## src/rtl/reseed_pkg.sv

```systemverilog
// Shared types for the entropy reseed requester.
package reseed_pkg;

    // Handshake phase of the request port.
    typedef enum logic [1:0] {
        ST_IDLE = 2'd0,   // no request outstanding
        ST_REQ  = 2'd1,   // request high, waiting for synchronised ack
        ST_DROP = 2'd2    // request low, waiting for synchronised ack to clear
    } req_state_e;

endpackage

```

## src/rtl/reseed_sync.sv

```systemverilog
// Multi-flop synchroniser for a level crossing into the core clock.
// Assumes the input is a slow level, as a four-phase handshake provides.
module reseed_sync #(
    parameter int STAGES = 2
) (
    input  logic clk_i,
    input  logic rst_ni,
    input  logic async_i,
    output logic sync_o
);

    logic [STAGES-1:0] chain_q;

    // Shift the asynchronous level through the flop chain.
    generate
        if (STAGES == 1) begin : g_single
            always_ff @(posedge clk_i) begin
                if (!rst_ni) chain_q <= '0;
                else         chain_q <= async_i;
            end
        end else begin : g_multi
            always_ff @(posedge clk_i) begin
                if (!rst_ni) chain_q <= '0;
                else         chain_q <= {chain_q[STAGES-2:0], async_i};
            end
        end
    endgenerate

    assign sync_o = chain_q[STAGES-1];

endmodule

```

## src/rtl/reseed_timer.sv

```systemverilog
// Idle-interval counter. Held at zero while a fetch is in flight, counts
// (saturating) while idle, and flags expiry once the count reaches the limit.
module reseed_timer #(
    parameter int CNT_W = 16
) (
    input  logic             clk_i,
    input  logic             rst_ni,
    input  logic             idle_i,
    input  logic [CNT_W-1:0] limit_i,
    output logic             expired_o
);

    logic [CNT_W-1:0] cnt_q;

    // Count idle cycles; restart whenever the handshake is busy.
    always_ff @(posedge clk_i) begin
        if (!rst_ni)             cnt_q <= '0;
        else if (!idle_i)        cnt_q <= '0;
        else if (cnt_q != '1)    cnt_q <= cnt_q + 1'b1;
    end

    assign expired_o = idle_i && (cnt_q >= limit_i);

endmodule

```

## src/rtl/reseed_fsm.sv

```systemverilog
// Request handshake controller. Runs one four-phase handshake per word,
// two words per refresh, tracked by a half-select bit. Assumes ack_sync_i
// is already synchronised to clk_i.
module reseed_fsm
    import reseed_pkg::*;
(
    input  logic clk_i,
    input  logic rst_ni,
    input  logic enable_i,
    input  logic advance_i,
    input  logic expired_i,
    input  logic ack_sync_i,
    output logic req_o,
    output logic idle_o,
    output logic capture_o,
    output logic phase_o
);

    req_state_e state_q, state_d;
    logic       phase_q;
    logic       armed_q;
    logic       start;

    assign start     = advance_i || (enable_i && armed_q && expired_i);
    assign capture_o = (state_q == ST_REQ) && ack_sync_i;

    // Next-state selection for the handshake.
    always_comb begin
        state_d = state_q;
        case (state_q)
            ST_IDLE: if (start)       state_d = ST_REQ;
            ST_REQ:  if (ack_sync_i)  state_d = ST_DROP;
            ST_DROP: if (!ack_sync_i) state_d = phase_q ? ST_REQ : ST_IDLE;
            default:                  state_d = ST_IDLE;
        endcase
    end

    // State register.
    always_ff @(posedge clk_i) begin
        if (!rst_ni) state_q <= ST_IDLE;
        else         state_q <= state_d;
    end

    // Half-select bit flips on every captured word.
    always_ff @(posedge clk_i) begin
        if (!rst_ni)        phase_q <= 1'b0;
        else if (capture_o) phase_q <= ~phase_q;
    end

    // Armed once a complete refresh has been fetched.
    always_ff @(posedge clk_i) begin
        if (!rst_ni)                   armed_q <= 1'b0;
        else if (capture_o && phase_q) armed_q <= 1'b1;
    end

    assign req_o   = (state_q == ST_REQ);
    assign idle_o  = (state_q == ST_IDLE);
    assign phase_o = phase_q;

endmodule

```

## src/rtl/reseed_assemble.sv

```systemverilog
// Seed assembly register: writes the captured word into the half chosen by
// the half-select bit and strobes valid after the upper half is written.
module reseed_assemble #(
    parameter int WORD_W = 64
) (
    input  logic                clk_i,
    input  logic                rst_ni,
    input  logic                capture_i,
    input  logic                phase_i,
    input  logic [WORD_W-1:0]   word_i,
    output logic [2*WORD_W-1:0] seed_o,
    output logic                valid_o
);

    logic [WORD_W-1:0] half_q [2];
    logic              valid_q;

    // One register per seed half, selected by the half-select bit.
    generate
        for (genvar g = 0; g < 2; g++) begin : g_half
            always_ff @(posedge clk_i) begin
                if (!rst_ni)                             half_q[g] <= '0;
                else if (capture_i && (phase_i == g[0])) half_q[g] <= word_i;
            end
        end
    endgenerate

    // Strobe when the upper half lands.
    always_ff @(posedge clk_i) begin
        if (!rst_ni) valid_q <= 1'b0;
        else         valid_q <= capture_i && phase_i;
    end

    assign seed_o  = {half_q[1], half_q[0]};
    assign valid_o = valid_q;

endmodule

```

## src/rtl/reseed_requester.sv

```systemverilog
// Periodic entropy reseed requester: fetches two words per refresh over a
// four-phase handshake from another clock domain, spaces refreshes by an
// idle interval, and lets a command pulse start one at once.
// Assumes the source holds ent_data_i stable while ent_ack_i is high.
module reseed_requester #(
    parameter int WORD_W      = 64,
    parameter int CNT_W       = 16,
    parameter int SYNC_STAGES = 2
) (
    input  logic                clk_i,
    input  logic                rst_ni,
    input  logic                enable_i,
    input  logic                advance_i,
    input  logic [CNT_W-1:0]    interval_i,
    output logic                ent_req_o,
    input  logic                ent_ack_i,
    input  logic [WORD_W-1:0]   ent_data_i,
    output logic [2*WORD_W-1:0] seed_o,
    output logic                seed_valid_o
);

    localparam int SEED_W = 2 * WORD_W;

    logic ack_sync;
    logic idle;
    logic expired;
    logic capture;
    logic phase;
    logic [SEED_W-1:0] seed;

    reseed_sync #(.STAGES(SYNC_STAGES)) u_sync (
        .clk_i   (clk_i),
        .rst_ni  (rst_ni),
        .async_i (ent_ack_i),
        .sync_o  (ack_sync)
    );

    reseed_timer #(.CNT_W(CNT_W)) u_timer (
        .clk_i     (clk_i),
        .rst_ni    (rst_ni),
        .idle_i    (idle),
        .limit_i   (interval_i),
        .expired_o (expired)
    );

    reseed_fsm u_fsm (
        .clk_i      (clk_i),
        .rst_ni     (rst_ni),
        .enable_i   (enable_i),
        .advance_i  (advance_i),
        .expired_i  (expired),
        .ack_sync_i (ack_sync),
        .req_o      (ent_req_o),
        .idle_o     (idle),
        .capture_o  (capture),
        .phase_o    (phase)
    );

    reseed_assemble #(.WORD_W(WORD_W)) u_asm (
        .clk_i     (clk_i),
        .rst_ni    (rst_ni),
        .capture_i (capture),
        .phase_i   (phase),
        .word_i    (ent_data_i),
        .seed_o    (seed),
        .valid_o   (seed_valid_o)
    );

    assign seed_o = seed;

endmodule

```

## config.mk

```make
export PLATFORM = sky130hd
export DESIGN_NAME = reseed_requester
export DESIGN_NICKNAME = d
export VERILOG_FILES = /design/src/rtl/reseed_pkg.sv /design/src/rtl/reseed_sync.sv /design/src/rtl/reseed_timer.sv /design/src/rtl/reseed_fsm.sv /design/src/rtl/reseed_assemble.sv /design/src/rtl/reseed_requester.sv
export SDC_FILE = /design/constraint.sdc
export NUM_CORES = 1
export LEC_CHECK = 0
export ABC_CLOCK_PERIOD_IN_PS = 8860
export BUFFER_PORTS_ARGS = -buffer_cell sky130_fd_sc_hd__buf_2
export CAP_MARGIN = 15
export CORE_MARGIN = 2
export CORE_UTILIZATION = 39
export DETAILED_ROUTE_END_ITERATION = 6
export PLACE_DENSITY = 0.74
export SYNTH_ARGS = -nofsm -noshare
export SYNTH_HDL_FRONTEND = slang
export SYNTH_SLANG_ARGS = --single-unit
```

## constraint.sdc

```tcl
create_clock -name clk_i -period 8.86 [get_ports clk_i]
set_input_delay 1.329 -clock clk_i [delete_from_list [all_inputs] [get_ports clk_i]]
set_output_delay 1.329 -clock clk_i [all_outputs]
set_load 0.02 [all_outputs]
```

# ---- Word-level counts from Yosys, hierarchy flattened
# Memory sizes are Yosys's and may differ from the RTL's.
# Cells that the tools add are included.
dict set report classes {
  add_sub_neg 1
  n_lt_le_gt_ge 1
  n_eq_ne 6
  n_mux 14
  bitwise_logic 3
  reduce_logical 10
}
# operator n
set op_table {}
lappend op_table {{$mux W64} 2}
lappend op_table {{$add A16 B1 Y16 const B} 1}
lappend op_table {{$ge A16 B16 Y1} 1}
lappend op_table {{$ne A16 B16 Y1 const B} 1}
lappend op_table {{$mux W1} 8}
lappend op_table {{$logic_and A1 B1 Y1} 6}
lappend op_table {{$mux W2} 3}
lappend op_table {{$pmux W2 S3} 1}
lappend op_table {{$ne A2 B1 Y1 const B} 2}
lappend op_table {{$reduce_and A3 Y1} 1}
lappend op_table {{$eq A2 B1 Y1 const B} 1}
lappend op_table {{$eq A2 B2 Y1 const B} 1}
lappend op_table {{$logic_not A2 Y1} 1}
lappend op_table {{$ne A2 B2 Y1 const B} 1}
lappend op_table {{$or A1 B1 Y1} 2}
lappend op_table {{$reduce_and A2 Y1} 1}
lappend op_table {{$logic_or A1 B1 Y1} 1}
lappend op_table {{$not A1 Y1} 1}
dict set report totals {
  regBits 23
  mem_bits_rw 128
  input_bits 85
  mem_count 1
}
# name words width read_ports rd_ports_with_merged_regs wr line
set mem_list {}
lappend mem_list {u_asm.half_q 2 64 2 0 2 reseed_assemble.sv:15} ;# logic [WORD_W-1:0] half_q [2];

# ---- Longest topological paths before layout
dict set report depth {
  depth_word 7
  depth_mapped 7
  mapped_depth_nobuf 6
}

# ---- Modules after synthesis
# A second synthesis with hierarchy kept.
dict set report unflattened {
  hier_cells 459
  hier_area_um2 6306.0
}
# mod n_inst cells_each area_per_inst_um2
set by_module_without_submodules {}
lappend by_module_without_submodules {reseed_assemble 1 277 4843.4}
lappend by_module_without_submodules {reseed_timer 1 157 1226.2}
lappend by_module_without_submodules {reseed_fsm 1 21 183.9}
lappend by_module_without_submodules {reseed_sync 1 4 52.6}

# ---- Worst setup path after synthesis
# No wires, ideal clock.
dict set report synth_timing {
  path_kind {flip-flop to flip-flop}
  start {reg u_fsm.state_q[1]}
  end {mem u_asm.half_q[0][0], enable pin}
  setup_time_ns 0.574
  arrival_ns 5.339
  t_required_ns 8.286
  slack_ns 2.947
  stages_incl_launch_ff 5
  n_path_buf 0
  cell_sequence {dfxtp_1 -> nand2b_1 -> inv_1 -> nand2_1 -> o21ai_0}
}
# item line
set synth_lines {}
lappend synth_lines {{start: declaration} reseed_fsm.sv:19} ;# req_state_e state_q, state_d;
lappend synth_lines {{start signal: assignment} reseed_fsm.sv:41} ;# else state_q <= state_d;
lappend synth_lines {{end: declaration} reseed_assemble.sv:15}

# ---- Worst setup path in the final report
dict set report layout_timing {
  start {reg u_fsm.state_q[1]}
  end {out ent_req_o}
}
dict set report layout_via {
  elab_chain_cells 1
}
# item line
set layout_lines {}
lappend layout_lines {{$eq A2 B1 Y1} reseed_fsm.sv:56} ;# assign req_o = (state_q == ST_REQ);
lappend layout_lines {{end: declaration} reseed_requester.sv:15} ;# output logic ent_req_o,
# No other way between the ends.

==> summary.txt <==
Run status
  • Result of the run: finished, final reports clean

Floorplanning
  • Cell Rows: 46
  • Die Footprint: about 17000 sq um
  • I/O pin total: 215
  • Horiz. Die Dim: roughly 130 microns
  • Vertical die dimension: 130 microns
  • Starting utilization of the core area: 0.395
  • Std-Cell Core Area: 15700 sq um

Timing
  • Final setup violation count: 0
  • Final hold violation count: 0
  • Setup repair after global routing missed its margin: false
  • Clock tree skew after final layout: 0.0124 ns
  • Post-route minimum period: 2.58 ns
  • Final count of pins violating max slew: 0
  • Post-route fraction of the period consumed by the critical path: 0.291
  • Summed negative setup slack over all endpoints: 0 ns
  • Actual slew at the worst max-slew pin: 0.891 ns
  • Fmax: 0.388 GHz
  • Final WS setup: 6.28 ns
  • Worst slew slack as a fraction of its limit: 0.406

Setup path
  • Critical Path Start: u_fsm.state_q[1]
  • Startpoint Class: flop
  • Logic depth of the worst register-to-register path: 5
  • Data required time at the worst endpoint: between 7 and 8 ns
  • Reg-to-reg endpoint: u_asm.half_q[0][9]
  • Arrival time reported for the critical path endpoint: 1.25 ns
  • End point of the critical path: ent_req_o
  • Top fanout value on the critical path: 6
  • Startpoint of the worst-slack reg-to-reg timing path: u_fsm.state_q[1]
  • Crit. End Element: output port
  • Kind of critical path: flop to output port
  • Setup slack on the worst flop-to-flop path: 6.75 ns

Synthesis
  • Seq cells post-synth: 151
  • Synthesized instance count: 454
  • Dominant cells by area after synthesis: sky130_fd_sc_hd__edfxtp_1 (62%), sky130_fd_sc_hd__and2_1 (13%), sky130_fd_sc_hd__dfxtp_1 (7.4%), sky130_fd_sc_hd__ha_1 (3.4%), sky130_fd_sc_hd__inv_1 (1.2%)
  • Post-Syn Area: slightly above 6000 sq um
  • Count of unique library cells instantiated by Yosys: 45
  • Top-area cell type share of the netlist area: 0.620
  • Average footprint of a synthesized cell: 13.7 sq um
  • Net count after synthesis: 556
  • Biggest area consumer among synthesized cells: sky130_fd_sc_hd__edfxtp_1
  • Post-synthesis sequential area ratio: 0.694
  • Warning count from the yosys run: 0
  • Number of enable flip-flop cells after synthesis: between 100 and 150
  • Share of synthesized flip-flops with an asynchronous set or reset: 0
  • Most used flip-flop cell after synthesis: sky130_fd_sc_hd__edfxtp_1

Min path
  • Type of the most critical hold path: flop to flop
  • Worst hold path cell count: 1

Pwr
  • Total power after layout: 0.00167 W
  • Power density cells: 204 nW/um^2
  • Clk pwr share: 0.455
  • Net switching component of the power: around 0.00039 W
  • Sequential share of power: 0.479
  • Leakage Power: 3.60 nW
  • Switching part of the total power: 0.231
  • Highest ir drop seen on vdd: 0.122 mV
  • Power Internal: 0.00129 W
  • Portion of total power attributed to combinational logic: 0.066

Clock tree
  • Clock transition at the registers of the reported paths: 0.06 ns
  • Deepest level of the CTS H-tree: 4
  • Number of buffers added for setup after CTS: 0
  • Number of buffers added by the clock tree synthesis step: 17
  • Buffer type at the clock tree root: sky130_fd_sc_hd__clkbuf_16
  • Maximum clock insertion buffer count: 2
  • PostCTS Resize Cnt: 0
  • Post-cts hold buffer count: 0
  • Clock tree from TritonCTS: yes
  • Clock net sink count: 151
  • Worst-skew pair later-pin latency: 0.42 ns

Routing
  • Residual antenna-violating net count after detailed routing: 0
  • First DRT Iteration DRCs: 190
  • Number of design rule violations left after detail routing: 0
  • Per-cell routed wire length: about 16 microns
  • Drt pass-1 iters: 4
  • Total Wirelength: between 10 and 15 mm
  • Total number of vias: 4321
  • Average vias per placed instance: 4.77

Global route
  • Fraction of met3 tracks used by global routing: 0.0418
  • Most Used Layer, Global Route: met2
  • Met1 track demand over resource: 0.183
  • Maximum number of pins on one net before global-route repair: 65
  • First-pass GRT wire length: 21.0 mm
  • Vias in the first global route: approximately 4200
  • Total grt overflow: 0
  • Initial antenna violation count: 0
  • Aggregate global-route resource usage: 0.164
  • Met2 track utilization from global routing: 0.297

Run
  • Max-cap violations: 0

Cells and area
  • Share of final-layout standard cells stronger than drive strength 1: 0.381
  • Share of the core filled with cells in the final layout: 0.522
  • Growth of design area from synthesis to finish: 32.1%
  • Number of antenna repair diodes: 0
  • Number of fillers in the final layout: 1343
  • Final cell count without fillers: 906
  • Net count of the finished layout: 779

Placed design
  • Placement Setup Slack: 5.87 ns
  • Routability Congestion: 0.855
  • Post-Place Cells: 873
  • Input/output buffers: 214
  • Half-perimeter wire length after placement: roughly 10 mm
## how the worst min path moves through the flow
stage                                 start                end
after floorplan           u_sync.chain_q[0]  u_sync.chain_q[1]
after global placement    u_sync.chain_q[0]  u_sync.chain_q[1]
after detailed placement  u_sync.chain_q[0]  u_sync.chain_q[1]
after CTS                 u_sync.chain_q[0]  u_sync.chain_q[1]
after global routing      u_sync.chain_q[0]  u_sync.chain_q[1]
final                     u_sync.chain_q[0]  u_sync.chain_q[1]
## flip-flops by register name (all words and copies together) (netlist names)
signal,cells
u_asm.half_q,128
u_asm.valid_o,1
u_fsm.armed_q,1
u_fsm.state_q,2
u_fsm.phase_o,1
u_timer.cnt_q,16
u_sync.chain_q,2
## logic make-up (layout without fill, tap and decap cells)
kind of cell               count (synthesis)  in the layout  share of synthesized area
muxes                                      3              3                    0.00484
xor gates and xnor gates                   1              1                    0.00141
adders and majority gates                 17             17                     0.0343
buffers and inverters                     36            272                     0.0222
and+or+nand+nor                          199            199                      0.192
DFF                                      151            151                      0.694
AOI/OAI and AO/OA                         47             47                     0.0510
## Yosys cell counts (3+ instances only)
library cell,number
sky130_fd_sc_hd__nand2b_1,6
sky130_fd_sc_hd__a21oi_1,12
sky130_fd_sc_hd__nand4_1,3
sky130_fd_sc_hd__nand2_1,20
sky130_fd_sc_hd__inv_1,20
sky130_fd_sc_hd__and2_1,130
sky130_fd_sc_hd__a211oi_1,4
sky130_fd_sc_hd__dfxtp_1,23
sky130_fd_sc_hd__a31oi_1,3
sky130_fd_sc_hd__clkbuf_1,13
sky130_fd_sc_hd__nor2_1,9
sky130_fd_sc_hd__edfxtp_1,128
sky130_fd_sc_hd__nor4_1,3
sky130_fd_sc_hd__nand3_1,7
sky130_fd_sc_hd__mux2i_1,3
sky130_fd_sc_hd__o21ai_0,11
sky130_fd_sc_hd__nor3_1,8
sky130_fd_sc_hd__ha_1,17
sky130_fd_sc_hd__or4_1,3
## cell usage in the layout (no fill, tap or decap), types with 4 or more instances in the layout
master / instances
sky130_fd_sc_hd__a21oi_1: 12
sky130_fd_sc_hd__o21ai_0: 10
sky130_fd_sc_hd__inv_6: 6
sky130_fd_sc_hd__buf_4: 4
sky130_fd_sc_hd__nand2_1: 19
sky130_fd_sc_hd__nand3_1: 7
sky130_fd_sc_hd__inv_1: 20
sky130_fd_sc_hd__and2_1: 130
sky130_fd_sc_hd__nor2_1: 8
sky130_fd_sc_hd__nand2b_1: 6
sky130_fd_sc_hd__dfxtp_1: 23
sky130_fd_sc_hd__clkbuf_16: 17
sky130_fd_sc_hd__a211oi_1: 4
sky130_fd_sc_hd__nor3_1: 8
sky130_fd_sc_hd__edfxtp_1: 128
sky130_fd_sc_hd__buf_2: 215
sky130_fd_sc_hd__ha_1: 17
## worst max-delay path: stages, from the launching register on
cell and delay, ns:
sky130_fd_sc_hd__dfxtp_1 0.35, sky130_fd_sc_hd__nand2b_1 0.19, sky130_fd_sc_hd__inv_1 0.11, sky130_fd_sc_hd__buf_2 0.18
## layer usage
metal  vias to the layer above  wire [microns]
li1                       2064               -
met1                      2074            5720
met2                       163            7380
met3                        20            1010
met4                         0             261
met5                         -               0
## metrics by stage
step                      instance area (sq um)  hold WS [ns]
after floorplan                            6200         0.412
after global placement                     7540         0.417
after detailed placement                   7560         0.423
after CTS                                  8190         0.438
after global routing                       8200         0.453
final                                      8200         0.436
## power groups by stage
stage	sequential [W]	clock (W)	combinational, W
after global placement	0.000817	0	0.000109
final	0.000803	0.000761	0.000110
after global routing	0.000805	0.000803	0.000120
after CTS	0.000803	0.000777	0.000112
after detailed placement	0.000818	0	0.000111
after floorplan	0.000851	0	0.0000245
## area by class of cell
| cell class | count | area [sq um] | share of cell area |
|---|---|---|---|
| clock buffer | 17 | 425 | 0.0519 |
| clock inverter | 15 | 206 | 0.0252 |
| inverter | 20 | 75.1 | 0.00916 |
| multi-input combinational | 267 | 1790 | 0.218 |
| sequential | 151 | 4300 | 0.525 |
| tap | 216 | 270 | 0.0330 |
| timing repair buffer | 220 | 1130 | 0.137 |
No activity file was read; power rests on OpenSTA's default activity.
